[config.mk]
export PLATFORM = sky130hd
export DESIGN_NAME = uart_rx_fifo
export DESIGN_NICKNAME = d
export VERILOG_FILES = /design/src/rtl/uart_rx_fifo.sv
export SDC_FILE = /design/constraint.sdc
export NUM_CORES = 1
export LEC_CHECK = 0
export ABC_AREA = 1
export BUFFER_PORTS_ARGS = -buffer_cell sky130_fd_sc_hd__buf_4
export CAP_MARGIN = 25
export CORE_MARGIN = 5
export CORE_UTILIZATION = 30
export CTS_CLUSTER_SIZE = 24
export DETAILED_ROUTE_END_ITERATION = 16
export PLACE_DENSITY = 0.56
export SYNTH_ARGS = -nofsm -noshare
export SYNTH_HDL_FRONTEND = slang
export SYNTH_SLANG_ARGS = --single-unit
[constraint.sdc]
create_clock -name clk -period 5.5 [get_ports clk]
set_input_delay 1.375 -clock clk [delete_from_list [all_inputs] [get_ports clk]]
set_output_delay 1.375 -clock clk [all_outputs]
set_load 0.01 [all_outputs]
[src/rtl/uart_rx_fifo.sv]
module uart_rx_fifo #(
  parameter int DEPTH      = 16,
  parameter int FIFO_LAG   = 3,
  parameter int TOUT_CHARS = 4,
  parameter int TOUT_EXTRA = 8
) (
  input  logic       clk,
  input  logic       rst_n,
  input  logic       tick,
  input  logic       rxd,
  input  logic [1:0] data_bits,
  input  logic       parity_en,
  input  logic       parity_even,
  input  logic       fifo_en,
  input  logic [1:0] trig_sel,
  input  logic       rd_strobe,
  input  logic       lsr_rd,
  output logic [7:0] rd_data,
  output logic       data_ready,
  output logic       err_parity,
  output logic       err_frame,
  output logic       err_break,
  output logic       err_overrun,
  output logic       rxrdy,
  output logic       irq
);
  localparam int AW = $clog2(DEPTH);
  localparam int CW = AW + 1;
  localparam int LW = $clog2(FIFO_LAG + 1);
  localparam int TW = $clog2(TOUT_CHARS * 16 * 12 + TOUT_EXTRA + 1);

  typedef enum logic [2:0] {S_IDLE, S_START, S_DATA, S_PAR, S_STOP} st_t;

  st_t         st;
  logic [3:0]  cnt;
  logic [2:0]  bidx;
  logic [7:0]  sh;
  logic        pbit, rxd_q;
  logic        stg_v;
  logic [LW-1:0] stg_lag;
  logic [10:0] stg_w, new_word;
  logic [10:0] mem [DEPTH];
  logic [AW-1:0] wp, rp;
  logic [CW-1:0] count, limit, trig;
  logic        fen_q, oe, err_irq;
  logic [TW-1:0] tcnt, tlimit;

  wire [2:0] nb_m1      = 3'd4 + {1'b0, data_bits};
  wire [3:0] frame_bits = 4'd7 + {2'b0, data_bits} + {3'b0, parity_en};
  wire stop_done = tick && st == S_STOP && cnt == 4'd15;
  wire flush     = fifo_en != fen_q;
  wire push      = stg_v && tick && stg_lag == '0;
  wire full      = count >= limit;
  wire do_wr     = push && !full;
  wire ovr       = push && full;
  wire pop       = rd_strobe && count != '0;
  wire tout      = tcnt == tlimit;
  wire exp_par   = parity_even ? ^sh : ~^sh;
  wire brk       = sh == 8'h00 && !(parity_en && pbit) && !rxd;
  wire [10:0] head = mem[rp];

  assign limit  = fifo_en ? CW'(DEPTH) : CW'(1);
  assign tlimit = TW'(TOUT_CHARS * 16) * TW'(frame_bits) + TW'(TOUT_EXTRA);

  always_comb begin
    case (trig_sel)
      2'd0:    trig = CW'(1);
      2'd1:    trig = CW'(4);
      2'd2:    trig = CW'(8);
      default: trig = CW'(14);
    endcase
    if (brk) new_word = {1'b1, 1'b1, 1'b0, 8'h00};
    else     new_word = {1'b0, !rxd, parity_en && (pbit != exp_par), sh};
  end

  always_ff @(posedge clk) begin
    if (!rst_n) begin
      st <= S_IDLE; cnt <= '0; bidx <= '0; sh <= '0; pbit <= 1'b0; rxd_q <= 1'b1;
    end else if (tick) begin
      rxd_q <= rxd;
      cnt   <= cnt + 4'd1;
      case (st)
        S_IDLE: if (!rxd && rxd_q) begin st <= S_START; cnt <= '0; end
        S_START:
          if (cnt == 4'd7) begin
            cnt <= '0;
            if (rxd) st <= S_IDLE;
            else begin st <= S_DATA; bidx <= '0; sh <= '0; end
          end
        S_DATA:
          if (cnt == 4'd15) begin
            sh[bidx] <= rxd;
            bidx <= bidx + 3'd1;
            if (bidx == nb_m1) st <= parity_en ? S_PAR : S_STOP;
          end
        S_PAR:  if (cnt == 4'd15) begin pbit <= rxd; st <= S_STOP; end
        S_STOP: if (cnt == 4'd15) st <= S_IDLE;
        default: st <= S_IDLE;
      endcase
    end
  end

  always_ff @(posedge clk) begin
    if (!rst_n) begin
      stg_v <= 1'b0; stg_lag <= '0; stg_w <= '0;
    end else if (stop_done) begin
      stg_v   <= 1'b1;
      stg_lag <= fifo_en ? LW'(FIFO_LAG - 1) : '0;
      stg_w   <= new_word;
    end else if (push) begin
      stg_v <= 1'b0;
    end else if (stg_v && tick) begin
      stg_lag <= stg_lag - LW'(1);
    end
  end

  always_ff @(posedge clk)
    if (do_wr && !flush) mem[wp] <= stg_w;

  always_ff @(posedge clk) begin
    if (!rst_n) begin
      wp <= '0; rp <= '0; count <= '0; fen_q <= 1'b0;
    end else begin
      fen_q <= fifo_en;
      if (flush) begin
        wp <= '0; rp <= '0; count <= '0;
      end else begin
        if (do_wr) wp <= wp + AW'(1);
        if (pop)   rp <= rp + AW'(1);
        count <= count + CW'(do_wr) - CW'(pop);
      end
    end
  end

  always_ff @(posedge clk) begin
    if (!rst_n) begin
      oe <= 1'b0; err_irq <= 1'b0;
    end else begin
      if (ovr) oe <= 1'b1;
      else if (lsr_rd) oe <= 1'b0;
      if (ovr || (do_wr && |stg_w[10:8])) err_irq <= 1'b1;
      else if (lsr_rd) err_irq <= 1'b0;
    end
  end

  always_ff @(posedge clk) begin
    if (!rst_n || !fifo_en || count == '0 || do_wr || pop) tcnt <= '0;
    else if (tick && !tout) tcnt <= tcnt + TW'(1);
  end

  wire rda = fifo_en ? (count >= trig) : (count != '0);

  assign data_ready  = count != '0;
  assign rd_data     = data_ready ? head[7:0] : 8'h00;
  assign err_parity  = data_ready && head[8];
  assign err_frame   = data_ready && head[9];
  assign err_break   = data_ready && head[10];
  assign err_overrun = oe;
  assign rxrdy       = fifo_en ? (rda || tout) : data_ready;
  assign irq         = rda || tout || err_irq;

  assert_count_bound_R7: assert property (@(posedge clk) disable iff (!rst_n)
    count <= CW'(DEPTH));
  assert_single_buffer_R6: assert property (@(posedge clk) disable iff (!rst_n)
    (!fifo_en && !flush) |-> count <= CW'(1));
  assert_overrun_keeps_R8: assert property (@(posedge clk) disable iff (!rst_n)
    (ovr && !pop && !flush) |=> (count == $past(count)) && err_overrun);
  assert_pop_decrements_R7: assert property (@(posedge clk) disable iff (!rst_n)
    (pop && !do_wr && !flush) |=> count == $past(count) - CW'(1));
  assert_tout_has_data_R10: assert property (@(posedge clk) disable iff (!rst_n)
    tout |-> (fifo_en && data_ready));
endmodule

======== Word level (Yosys, flattened, before mapping) ========
Memories as Yosys holds them, arrays and structs flattened. A register that Yosys moved wholly into a read port is not among the register bits.
Index checks and enable logic that the tools add are counted.
word-level totals
  register bits after elaboration ......... 60
  memory bits (writable) .................. 176
  input port bits ......................... 13
  output and inout port bits .............. 15
  word-level logic and storage cells ...... 149
  memories kept ........................... 1
operators by class
  add/subtract/negate cells ............... 12
  magnitude comparators ................... 4
  equality and inequality tests ........... 20
  muxes and demuxes ....................... 43
  bitwise operators ....................... 1
  reductions and logical operators ........ 52
memories
  memory  words  bits a word  rd ports  clocked after memory_dff  wr ports  RTL line  source
  mem     16     11           1         1                         1         42        logic [10:0] mem [DEPTH];
operators with widths
  kind                                           number
  two-way mux 8 bit                              4
  two-way mux 3 bit                              10
  logical AND 1 bit                              19
  two-way mux 4 bit                              4
  one-hot mux 8 bit (2 select lines)             1
  one-hot mux 3 bit (5 select lines)             1
  != test 2 bit, second input constant           7
  adder 4 x 1 -> 4 bit, second input constant    3
  one-hot mux 4 bit (3 select lines)             1
  two-way mux 1 bit                              11
  two-way mux 11 bit                             1
  adder 10 x 1 -> 10 bit, second input constant  1
  adder 10 x 4 -> 10 bit, second input constant  1
  == test 10 bit                                 1
  >= comparator 5 bit                            2
  two-way mux 2 bit                              5
  nonzero test 2 bit                             5
  bitwise mux 8 bit                              1
  logical NOT 8 bit                              1
  one-hot mux 4 bit (2 select lines)             1
  XNOR reduction 8 bit                           1
  parity 8 bit                                   1
  logical NOT 1 bit                              7
  logical OR 1 bit                               7
  other kinds (33)                               36

======== Logic depth before layout (Yosys ltp) ========
Gate-level depths: netlist of run 1.
  depth in word-level cells ............... 7
  depth in mapped cells ................... 17
  gate-level depth less buffers ........... 17

======== Least setup slack after synthesis of run 1 ========
Ideal clock, no wire load.
  path type ............................... input -> output
  start point ............................. input port data_bits[0]
  end point ............................... output port rxrdy
  data arrival time ....................... 2.501 ns
  required time ........................... 4.125 ns
  slack ................................... 1.624 ns
  cell stages on the path ................. 11
  buffers on the path ..................... 0
  path through ............................ inv_1 > ha_1 > ha_1 > inv_1 > nand2_1 > nand2_1 > nor2_2 > nand3_4 > nand2_1 > o21ai_0 > nand2_1
between the ends
  word-level cells in the longest chain between the ends .. 6
RTL lines
  item                    RTL line  source
  from (decl)             11        input logic [1:0] data_bits,
  adder 3 x 2 -> 4 bit    49        wire [3:0] frame_bits = 4'd7 + {2'b0, data_bits} + {3'b0, parity_en};
  adder 4 x 1 -> 4 bit    49
  adder 10 x 4 -> 10 bit  63        assign tlimit = TW'(TOUT_CHARS * 16) * TW'(frame_bits) + TW'(TOUT_EXTRA);
  == test 10 bit          57        wire tout = tcnt == tlimit;
  logical OR 1 bit        159       assign rxrdy = fifo_en ? (rda || tout) : data_ready;
  two-way mux 1 bit       159
  to (decl)               24        output logic rxrdy,
Every way passes these cells.

==> flow_results.org, run 1 <==
** Routing
- Avg Vias per Cell :: 4.75
- Summing over every cut layer, the via total after detailed routing is a little under 8000.
- After the first detailed-routing iteration, the DRC count stood at 545.
- Total wire length after detailed routing :: 26200 um
- Routed wire length per instance :: 15.7 um
- Remaining antenna violation count after routing :: 0
- Drt pass-1 iters :: 5
- Post-route DRC violation count :: 0

** CTS
- H-tree lvl count :: 1
- Clock-pin slew on the worst setup and hold paths :: 60 ps
- Number of buffers added by the clock tree synthesis step :: 27
- TritonCTS built the clock tree.
- In this run the clock root is driven by a clkbuf_16.
- For the worst-skew pair, the clock arrives at the later sink with an insertion delay of roughly 520 ps.
- Hold-fix buffer count after cts :: 0
- Counting along the longest clock path gives a buffer depth of 3.
- The clock drives 240 sinks.
- The number of setup buffers added after CTS is 0.
- Number of gates given a new drive strength after cts :: 0

** GRT
- Maximum number of pins on one net before global-route repair :: 89
- Overall overflow remaining after global route :: 0
- The initial antenna violation count was 0.
- Global routing used roughly 1.7% of the available met3 tracks.
- Global Route Usage Sum :: 12.7%
- For met2 alone, demand over resource in global routing was between 20% and 30%.
- The first global-routing pass estimated 42100 um of wire.
- Global routing's busiest layer :: met2
- Number of global-route vias before repair :: 7498
- Met1 routing resource usage after global routing :: 18.6%

** Placed design
- Cell total after placement :: 1620
- Sum of net half-perimeters after detailed placement :: 16600 um
- Routability-driven placement finished with a final weighted congestion of 0.808.
- Number of input and output port buffers inserted :: 27

** STA
- Number of endpoints failing setup at the final stage :: 0
- Setup total negative slack on the finished layout was measured at 0 ps.
- The final count of pins violating max slew was 0.
- Setup skew after layout :: 13.7 ps
- Derived from the worst setup path, the maximum achievable clock frequency is 0.238 GHz.
- Unrepaired setup endpoints after global routing :: false
- For the pin with the worst max-slew slack, the measured transition is 985 ps.
- The number of hold violations in the final report is 0.
- Post-route fraction of the period consumed by the critical path :: ~76%
- Worst-case headroom to the max-slew limit :: 34.1%
- For the finished layout, the period the worst path requires is 4190 ps.

** Synth
- Cell type contributing the most total cell area after synthesis :: edfxtp_1
- Cell types occupying the most area after synthesis :: edfxtp_1 48%, nand2_1 12%, dfxtp_1 12%, nand3_1 8.2%, ha_1 3.4%
- Cell area after technology mapping :: 11000 um2
- The synthesized design devotes to its leading area cell type 47.9% of total area.
- Flip-flop cell with the highest count after synthesis :: edfxtp_1
- Counting flops with an async set or reset pin after synthesis yields a share of 0%.
- Sequential fraction of the synthesis area :: 59.5%
- Count of different cell masters after synthesis :: 38
- The number of nets handed over by synthesis was about 1200.
- Post-synthesis sequential element count :: 240
- Mapped Cells :: 1162
- Yosys mapped a number of flops with a built-in enable equal to around 180.
- Average cell area after synthesis :: 9.49 um2
- Yosys warning count :: 0

** Floorplan
- Row generation in the floorplan step produced 70 rows.
- The initial utilization of the core area, before any placement, comes to 30.3%.
- The core region is ~36000 um2.
- X dimension of the die :: 202 um
- Boundary pin count :: 28
- The floorplan step defined a die boundary enclosing 40700 um2.
- Chip height :: 202 um

** Finish
- Fill cells in the final layout number 3764.
- Footprint of the multi-input gates :: 3850 um2
- The repair_antennas step left the layout with diodes totalling 0.
- Fin cells :: between 1500 and 2000
- Fraction of layout cells with a size suffix above 1 :: slightly above 10%
- Leaving out fill and tap cells, the most frequent cell in the layout is nand2_1.
- Final #Nets :: 1232
- Area growth from synthesis to final layout :: 13.7%
- The top cell types in the final layout, fill and taps aside, are 355 x nand2_1, 180 x nand3_1, 176 x edfxtp_1, 87 x inv_1, 66 x nor2_1.
- Registers take roughly 6600 um2.

** Setup path
- Setup slack on the worst reg-to-reg path comes out at 2630 ps.
- Cell count of the worst reg-to-reg path :: 16
- Crit start category :: flop
- At the worst endpoint, the arrival time is between 2000 and 3000 ps.
- The worst setup path is captured at a primary output.
- By startpoint and endpoint, the worst setup path is classified as flop to primary output.
- Terminus of the critical flop-to-flop path :: count[4]$_SDFF_PP0_
- In this run the critical register-to-register path is launched from count[1]$_SDFF_PP0_.
- Critical path peak fanout :: 56
- Data required, critical path :: 4120 ps

** Run status
- The flow ran to the end, and the final reports show no timing, DRC or antenna violations.

** Power and ir drop
- Power spread over the standard cell area amounts to 364 nW/um2.
- Max rail drop VDD :: around 0.25 mV
- Reported leakage power :: 4.96 nW
- Total power :: 4.57 mW

** Hold path
- Hold endpoint :: stg_v$_SDFFE_PN0P_
- Type of the worst min-delay path :: flop to flop
- The worst hold path passes through 2 cells.
- Hold Crit Start :: stg_v$_SDFFE_PN0P_

** Job
- Max Cap Viol :: 0
## power by group
group | switching, mW | internal (mW) | total, mW
logic | 0.591 | 0.287 | 0.877
registers | 0.0429 | 1.95 | 1.99
clock network | 0.698 | 0.999 | 1.70
## cell type report
| class | count | area share (%) |
|---|---|---|
| clock inverters | 13 | 0.898 |
| multi-input cells | 777 | 30.7 |
| flip-flops and latches | 240 | 52.4 |
| repair buffers | 43 | 2.78 |
| well taps | 468 | 4.67 |
| clock buffers | 33 | 5.64 |
| inverters | 99 | 2.97 |
## layer usage
layer  vias to the layer above  wire, um  share of wire (%)
li1                       3952         -                  -
met1                      3768     12500                 48
met2                       192     11800                 45
met3                        38      1390                5.3
met4                         0       431                1.6
met5                         -         0                  0
## sequential cells by signal, indices dropped and copies added (netlist names), 2 cells and up, named ones only
signal   flops
mem        176
count        5
wp           4
stg_w       11
rp           4
st           3
tcnt        10
bidx         3
sh           8
cnt          4
stg_lag      2
## synthesized netlist by cell type, types with 2 or more instances
master and instances:
clkbuf_1 15, nand3_1 180, nor2_1 66, inv_1 87, nand2_4 2, edfxtp_1 176, a21oi_2 4, nor2_4 2
nor3_1 5, buf_4 6, nor2_8 2, o31ai_1 4, buf_2 19, nor2_2 9, buf_1 3, buf_6 3
nand2_2 10, xnor2_1 5, a21oi_1 46, nand4_1 14, nand3_2 2, a22oi_1 4, ha_1 30, nand2_1 355
xor2_1 13, dfxtp_1 64, o21ai_1 3, inv_2 11, o21ai_0 13
## worst max-delay path: stages (launching register included)
cell and delay (ps):
dfxtp_2 330, clkinv_2 540, buf_4 480, nand2_1 90
nand3_1 80, nand3_1 110, nand2_1 100, nand2_1 50
a21oi_1 300, buf_4 190
## worst max-delay path by stage
stage	startpoint	end	slack, ps
after detailed placement	parity_en	rxrdy	1310
after global routing	flop	err_parity	1070
after floorplan	data_bits[0]	rxrdy	1620
after global placement	data_bits[0]	rxrdy	1330
final	flop	err_parity	1310
after CTS	flop	err_break	1250
## through the flow
stage                     area, um2  hold WS, ps  setup slack (ps)  util, %
after floorplan               11000          444              1620        -
after global placement        11600          453              1330     31.9
final                         12500          474              1310     34.4
after CTS                     12500          475              1250     34.3
after global routing          12500          490              1070     34.4
after detailed placement      11700          466              1310     32.0
## logic make-up (layout without fill, tap and decap cells)
group,count (synthesis),after routing,synth area share (%)
compound gates,78,78,3.94
buf+inv,145,188,5.57
flops,240,240,59.5
fa+ha+maj,31,31,3.58
xor+xnor,18,18,1.43
simple gates,650,650,25.9
(Power assumes the default switching activity.)
==> inputs of run 2 (changes only) <==
- ABC_AREA: 1 -> 0
- clock period: 5.5 -> 4.03 ns (I/O delays scaled with it)
==> flow_results.org, run 2 <==
** Run status
- Run status :: finished, final reports clean (unchanged)

** Synth
- The cell type with the highest aggregate area in the netlist is edfxtp_1 (unchanged).
- The cell with the most instances after synthesis is edfxtp_1 (was nand2_1).
- The number of warnings printed during yosys synthesis is 0 (unchanged).
- The post-synthesis sequential area ratio was 63.7% (was 59.5%).
- The most common flop cell mapped by yosys was edfxtp_1 (unchanged).
- The area of the mapped netlist came to 10300 um2 (was 11000 um2).
- The proportion of netlist area held by the largest area contributor came to 51.2% (was 47.9%).
- The async set or reset register ratio after synthesis came to 0% (unchanged).
- Mapped Cells :: 689 (was 1162)
- Post-synthesis sequential element count :: 240 (unchanged)
- Cell types occupying the most area after synthesis :: edfxtp_1 51%, dfxtp_1 12%, mux4_2 9.6%, mux2i_1 3.9%, ha_1 3.6% (was edfxtp_1 48%, nand2_1 12%, dfxtp_1 12%, nand3_1 8.2%, ha_1 3.4%)
- Count of different cell masters after synthesis :: 61 (was 38)
- Average cell area after synthesis :: 15.0 um2 (was 9.49 um2)
- The number of flops mapped to enable cells by yosys came to 176 (unchanged).
- Commonest cells in the synthesized netlist: 176 x edfxtp_1, 64 x dfxtp_1, 44 x mux4_2 (was 355 x nand2_1, 180 x nand3_1, 176 x edfxtp_1).
- Total nets after synthesis :: 733 (was 1206)

** Setup path
- The cell at the slowest stage of the critical path was or2_2 (was clkinv_2).
- Type of the worst setup path :: primary input to primary output (was flop to primary output)
- The launch instance of the worst register-to-register path is count[1]$_SDFF_PP0_ (unchanged).
- Cell count of the worst reg-to-reg path :: 15 (was 16)
- The buffers plus inverters on the worst setup path was 3 (unchanged).
- Timing startpoint of the critical path :: parity_en
- Kind of end point of the critical path :: primary output (unchanged)
- The data required time of the worst path came to 3020 ps (was 4120 ps).
- The register-to-register setup slack came to 980 ps (was 2630 ps).
- Critical path peak fanout :: 5 (was 56)
- Crit start category :: primary input (was flop)
- Series of cell instances along the critical path: buf_4, inv_1, ha_1, ha_1, xnor2_1, or2_2, nor2_1, o21a_1, buf_4 (was clkinv_2, buf_4, nand2_1, nand3_1, nand3_1, nand2_1, nand2_1, a21oi_1, buf_4).
- The biggest cell delay along the critical path came to 340 ps (was 540 ps).
- The signal arrival time at the worst endpoint was 2730 ps (was 2820 ps).
- The dominant delay contributor by cell family on the critical path was simple AND/OR/NAND/NOR gates (was buffers and inverters).
- The endpoint of the worst-slack reg-to-reg timing path is count[4]$_SDFF_PP0_ (unchanged).

** CTS
- The number of sinks on the clock net is 240 (unchanged).
- Post-CTS Repair Setup Buffers :: 0 (unchanged)
- Number of buffers added by the clock tree synthesis step :: 26 (was 27)
- Hold-fix buffer count after cts :: 0 (unchanged)
- Clock root buffer master :: clkbuf_16 (unchanged)
- The H-tree depth is 1 (unchanged).
- The buffer depth of the longest clock path came to 3 (unchanged).
- The clock latency reported for the late side of the worst-skew pair was 520 ps (about the same).
- The post-cts resize count is 0 (unchanged).
- Clock-pin slew on the worst setup and hold paths :: 60 ps (about the same)
- The clock tree from TritonCTS is built (unchanged).

** Routing
- The remaining design rule violation count was 0 (unchanged).
- The number of nets still failing antenna checks after routing came to 0 (unchanged).
- The number of vias per cell after detailed routing is 4.77 (was 4.75).
- Total wire length after detailed routing :: 20600 um (was 26200 um)
- Routed wire length per instance :: 17.1 um (was 15.7 um)
- The number of search-and-repair iterations in the first detailed-routing pass was 5 (unchanged).
- Number of violations reported at the end of detailed-routing iteration 0 :: 332 (was 545)
- The total number of vias was 5757 (was 7950).

** STA
- Unrepaired setup endpoints after global routing: false (unchanged).
- The slew at the pin with the worst max-slew slack is 775 ps (was 985 ps).
- Setup skew after layout :: 12.6 ps (was 13.7 ps)
- The aggregate negative setup slack came to 0 ps (unchanged).
- Post-route fraction of the period consumed by the critical path :: 92.6%
- The final worst-path setup slack was 297 ps (was 1310 ps).
- Hold Fails Final Rpt :: 0 (unchanged)
- The worst hold slack after final layout is 473 ps (was 474 ps).
- Static timing analysis puts the maximum clock frequency at 0.268 GHz.
- The final-report setup violation count is 0 (unchanged).
- The worst relative slew slack was 47.8% (was 34.1%).
- The final count of pins violating max slew was 0 (unchanged).
- The clock period could shrink to 3730 ps.

** Floorplan
- X dimension of the die :: 195 um (was 202 um)
- The die outline height is 195 um (was 202 um).
- Die Outline Area :: 38200 um2 (was 40700 um2)
- The boundary pin count came to 28 (unchanged).
- The initial standard-cell utilization of the core was 30.2% (was 30.3%).
- The number of rows created at floorplan is 68 (was 70).
- Std-Cell Core Area :: 34200 um2 (was 36400 um2)

** Hold path
- The worst min-delay path category was flop to flop (unchanged).
- Hold endpoint :: stg_w[7]$_SDFFE_PN0P_ (was stg_v$_SDFFE_PN0P_)
- Cells on Worst Hold Path :: 1 (was 2)
- Hold Crit Start :: sh[7]$_SDFFE_PN0P_ (was stg_v$_SDFFE_PN0P_)

** GRT
- Overall overflow remaining after global route :: 0 (unchanged)
- Number of global-route vias before repair :: 5906 (was 7498)
- The total track usage is 10.6% (was 12.7%).
- First-pass GRT wire length :: 33000 um (was 42100 um)
- The initial antenna violation count came to 0 (unchanged).
- Maximum number of pins on one net before global-route repair :: 37 (was 89)

** Power and ir drop
- Total power density per cell area :: 489 nW/um2 (was 364 nW/um2)
- Max rail drop VDD :: 0.290 mV (was 0.250 mV)
- Total power :: 5.85 mW (was 4.57 mW)
- Reported leakage power :: 4.15 nW (was 4.96 nW)

** Finish
- Final #Nets :: 776 (was 1232)
- Area growth from synthesis to final layout :: 16.1% (was 13.7%)
- Top register by number of flip-flops :: mem (unchanged)
- Commonest cells after routing, fill and taps aside :: 176 x edfxtp_1, 62 x dfxtp_1, 45 x buf_4, 44 x mux4_2 (was 355 x nand2_1, 180 x nand3_1, 176 x edfxtp_1, 87 x inv_1, 66 x nor2_1)
- Fraction of layout cells with a size suffix above 1 :: 18.4% (was 10.4%)
- Fin cells :: 1207 (was 1673)
- The most common library cell in the layout ignoring fill and taps is edfxtp_1 (was nand2_1).
- The antenna cell count is 0 (unchanged).
- The flip-flop count of the largest register, all copies and words added is 176 (unchanged).
- Largest registers: mem (176), stg_w (11), tcnt (10) (unchanged).

** Placed design
- Routability cong. :: 0.740 (was 0.808)
- The port buffer count was 27 (unchanged).
- Pre-CTS WS :: 307 ps (was 1310 ps)
- Sum of net half-perimeters after detailed placement :: 13400 um (was 16600 um)
- The post-placement cell count was 1159 (was 1620).

** Job
- The number of max-cap violations is 0 (unchanged).
==> run 2: cell count changes after synthesis, sizes merged, moves of 8 or more <==
cell | previous run | this run
a21oi | 50 | 19
a22o | 0 | 8
and3 | 0 | 25
buf | 31 | 16
inv | 98 | 40
mux2i | 0 | 40
mux4 | 0 | 44
nand2 | 368 | 32
nand3 | 183 | 14
nor2 | 79 | 28
o22ai | 1 | 11
==> run 2: final cells by class <==
cell class / count / area [um2]
flip-flops and latches: 240 / 6570
clock inverters: 17 / 175
clock buffers: 31 / 691
multi-input cells: 377 / 3450
fillers: 3310 / 22200
inverters: 41 / 154
well taps: 455 / 569
repair buffers: 46 / 358
==> run 2: logic make-up after synthesis <==
group           synth area share [%]
flops                           63.7
simple gates                    8.59
mux                             13.5
compound gates                  5.36
buf+inv                         2.84
fa+ha+maj                       3.83
xor+xnor                        2.21
==> run 2: metrics by stage <==
| stage | utilization, % | cell area [um2] |
|---|---|---|
| 2_1_floorplan | - | 10300 |
| 3_3_place_gp | 32.5 | 11100 |
| 3_5_place_dp | 32.5 | 11100 |
| 4_1_cts | 35.0 | 12000 |
| 5_1_grt | 35.0 | 12000 |
| 6_report | 35.0 | 12000 |
==> run 2: metal layers <==
metal / part of all wire [%] / track usage, % / wire length [um] / vias up
met1: 47 / 14.9 / 9800 / 2895
met4: 1.6 / 2.35 / 337 / 0
met2: 47 / 17.3 / 9740 / 90
met5: 0 / 0 / 0 / -
met3: 3.7 / 1.76 / 759 / 29
li1: - / - / - / 2743
==> run 2: report_power, final <==
group	internal, mW	total [mW]	switching, mW
registers	2.64	2.68	0.0372
logic	0.356	0.793	0.437
clock network	1.42	2.38	0.961
total	4.42	5.85	1.44
==> run 2: worst reg2reg max path, cell delays in order (launching register included) <==
cell and delay [ps]:
dfxtp_1 460, inv_1 130, ha_1 210, nor2b_1 140
o41a_1 420, nor3_4 140, inv_1 60, ha_1 280
inv_1 60, ha_1 160, inv_1 50, fa_1 390
o21bai_1 140, a21oi_1 90, xnor2_1 150, nor2_1 50
==> run 2: worst max-delay path by stage <==
stage,endpoint,slack (ps),cells after the start
floorplan,count[4]$_SDFF_PP0_,230,17
global placement,rxrdy,310,9
detailed placement,rxrdy,310,9
CTS,rxrdy,300,9
global route,err_break,210,6
finish,rxrdy,300,9
==> inputs of run 3 (changes only) <==
- CELL_PAD_IN_SITES_DETAIL_PLACEMENT: default -> 1
- CELL_PAD_IN_SITES_GLOBAL_PLACEMENT: default -> 2
- PLACE_DENSITY: 0.56 -> 0.68
==> flow_results.org, run 3 (synthesized netlist as in run 2, its figures left out) <==
** Finish
- Largest registers :: mem (176), stg_w (11), tcnt (10) (unchanged)
- Final core occ :: 35.1% (was 35.0%)
- Antenna diode instance count :: 0 (unchanged)
- Most common library cell in the layout ignoring fill and taps :: edfxtp_1 (unchanged)
- Fraction of layout cells with a size suffix above 1 :: 19.6% (was 18.4%)
- The net count reported at finish was 785 (was 776).
- Area growth from synthesis to final layout :: 16.5% (was 16.1%)
- Commonest cells after routing, fill and taps aside: 176 x edfxtp_1, 62 x dfxtp_1, 52 x buf_4, 44 x mux4_2 (was 176 x edfxtp_1, 62 x dfxtp_1, 45 x buf_4, 44 x mux4_2).
- Number of flip-flops under the largest register name :: 176 (unchanged)
- The count of fill cells added during filler insertion was 3611 (was 3310).
- Top register by number of flip-flops :: mem (unchanged)

** Setup path
- The signal arrival time at the worst endpoint is 2660 ps (was 2730 ps).
- Slack of the worst reg-to-reg path :: 990 ps (was 980 ps)
- The kind of capture point of the worst setup path was a primary output (unchanged).
- The data required time of the worst path came to 3020 ps (about the same).
- The source of the critical timing path was count[2]$_SDFF_PP0_ (was parity_en).
- The critical-path maximum fanout is 11 (was 5).
- The launch instance of the worst register-to-register path was count[1]$_SDFF_PP0_ (unchanged).
- The start-to-end type of the worst setup path is flop to primary output (was primary input to primary output).
- The type of origin of the critical path was a flop (was primary input).

** Power and ir drop
- The register share of total power is 46.5% (was 45.8%).
- The fraction of power spent switching nets was 25.6% (was 24.5%).
- Net switching power of the design :: 1.48 mW (was 1.44 mW)
- Total power density per cell area :: 482 nW/um2 (was 489 nW/um2)
- The clock network fraction of total power is 39.9% (was 40.7%).
- The worst supply voltage drop on vdd was 0.276 mV (was 0.290 mV).
- The reported leakage power is 4.20 nW (was 4.15 nW).
- The portion of total power attributed to combinational logic is 13.6% (about the same).
- Int Pwr :: 4.31 mW (was 4.42 mW)

** CTS
- Worst skew pair latency :: 540 ps (was 520 ps)
- The clock tree root driver cell was clkbuf_16 (unchanged).
- The clock-pin slew reported for the worst setup and hold paths after clock tree synthesis was 60 ps (about the same).
- The H-tree depth is 1 (unchanged).
- The post-cts resize count is 0 (unchanged).
- The clock tree from TritonCTS is built (unchanged).
- Max clock buf depth :: 3 (unchanged)
- Hold-fix buffer count after cts :: 0 (unchanged)
- Number of buffers added by the clock tree synthesis step :: 27 (was 26)
- Post-CTS Repair Setup Buffers :: 0 (unchanged)
- Clock net sink count :: 240 (unchanged)

** STA
- The number of hold violations in the final report came to 0 (unchanged).
- Number of endpoints failing setup at the final stage :: 0 (unchanged)
- Unrepaired setup endpoints after global routing :: false (unchanged)
- Worst-case headroom to the max-slew limit :: 44.6% (was 47.8%)
- Post-route fraction of the period consumed by the critical path :: 91.0% (was 92.6%)
- The upper clock frequency limit is 0.273 GHz (was 0.268 GHz).
- The time the worst path needs with I/O delays and setup came to 3670 ps (was 3730 ps).
- Worst slew pin tran :: 822 ps (was 775 ps)
- Sum of negative setup slack :: 0 ps (unchanged)
- The maximum clock skew at final layout came to 10.7 ps (was 12.6 ps).
- Pins Over Slew Limit :: 0 (unchanged)

** Floorplan
- X dimension of the die :: 195 um (unchanged)
- Chip height :: 195 um (unchanged)
- Boundary pin count :: 28 (unchanged)
- Rows :: 68 (unchanged)
- Die Outline Area :: 38200 um2 (unchanged)
- Std-Cell Core Area :: 34200 um2 (unchanged)
- The initial standard-cell utilization of the core is 30.2% (unchanged).

** Placed design
- Number of input and output port buffers inserted :: 27 (unchanged)
- Sum of net half-perimeters after detailed placement :: 15500 um (was 13400 um)
- Routability cong. :: 0.704 (was 0.740)

** GRT
- The largest net degree at the start of global routing was 23 (was 37).
- The initial antenna violation count is 0 (unchanged).
- Overall overflow remaining after global route :: 0 (unchanged)
- The first-pass GRT wire length was 36700 um (was 33000 um).
- Number of global-route vias before repair :: 6146 (was 5906)
- Global Route Usage Sum :: 12.0% (was 10.6%)

** Routing
- The remaining design rule violation count is 0 (unchanged).
- The DRC violation total after the first TritonRoute iteration came to 329 (was 332).
- The average detailed-routed wire length per instance came to 18.9 um (was 17.1 um).
- The aggregate routed wire length is 23000 um (was 20600 um).
- Drt pass-1 iters :: 4 (was 5)
- Avg Vias per Cell :: 4.85 (was 4.77)
- Vias post-DR :: 5899 (was 5757)
- The number of nets still failing antenna checks after routing was 0 (unchanged).

** Hold path
- The worst min-delay path category is flop to flop (unchanged).
- The startpoint of the lowest-slack hold path was err_overrun$_SDFFE_PN0P_ (was sh[7]$_SDFFE_PN0P_).

** Run status
- Run status: finished, final reports clean (unchanged).

** Job
- Max Cap Viol :: 0 (unchanged)
-- run 3: cell type report --
type,instances,area [um2],area share [%]
flip-flops and latches,240,6570,54.7
multi-input cells,377,3450,28.7
clock buffers,31,691,5.75
well taps,455,569,4.74
repair buffers,54,430,3.58
inverters,41,154,1.28
clock inverters,19,146,1.22
-- run 3: through the flow --
step | area, um2 | setup slack [ps] | power (mW) | hold slack (ps) | std cells
6_report | 12000 | 364 | 5.79 | 486 | 1217
5_1_grt | 12000 | 234 | 6.07 | 502 | 1217
4_1_cts | 12000 | 279 | 5.88 | 486 | 1217
3_5_place_dp | 11200 | 262 | 3.56 | 467 | 1167
3_3_place_gp | 11200 | 307 | 3.55 | 459 | 1167
2_1_floorplan | 10300 | 231 | 3.26 | 436 | 689
-- run 3: layer usage --
layer | GRT usage, % | vias to the layer above | share of wire (%)
met4 | 2.53 | 0 | 1.8
met1 | 17.2 | 3022 | 48
met3 | 1.73 | 30 | 2.9
met5 | 0 | - | 0
li1 | - | 2772 | -
met2 | 19.6 | 75 | 47
-- run 3: worst max-delay path: stages, from the launching register on --
cell	delay (ps)
dfxtp_1	340
inv_1	120
ha_1	180
or4b_1	520
nand2b_1	440
o22ai_1	300
buf_4	220
-- run 3: power groups by stage --
stage	registers (mW)	clock network, mW	logic [mW]
floorplan	2.71	0	0.551
detailed placement	2.75	0	0.810
global route	2.70	2.49	0.885
finish	2.69	2.31	0.789
CTS	2.69	2.37	0.820
global placement	2.75	0	0.801
-- run 3: final timing paths --
check,depth (start not counted),end
hold reg to reg,2,err_overrun$_SDFFE_PN0P_
setup reg to reg,15,count[4]$_SDFF_PP0_
hold / removal,2,err_overrun$_SDFFE_PN0P_
setup / recovery,6,err_parity
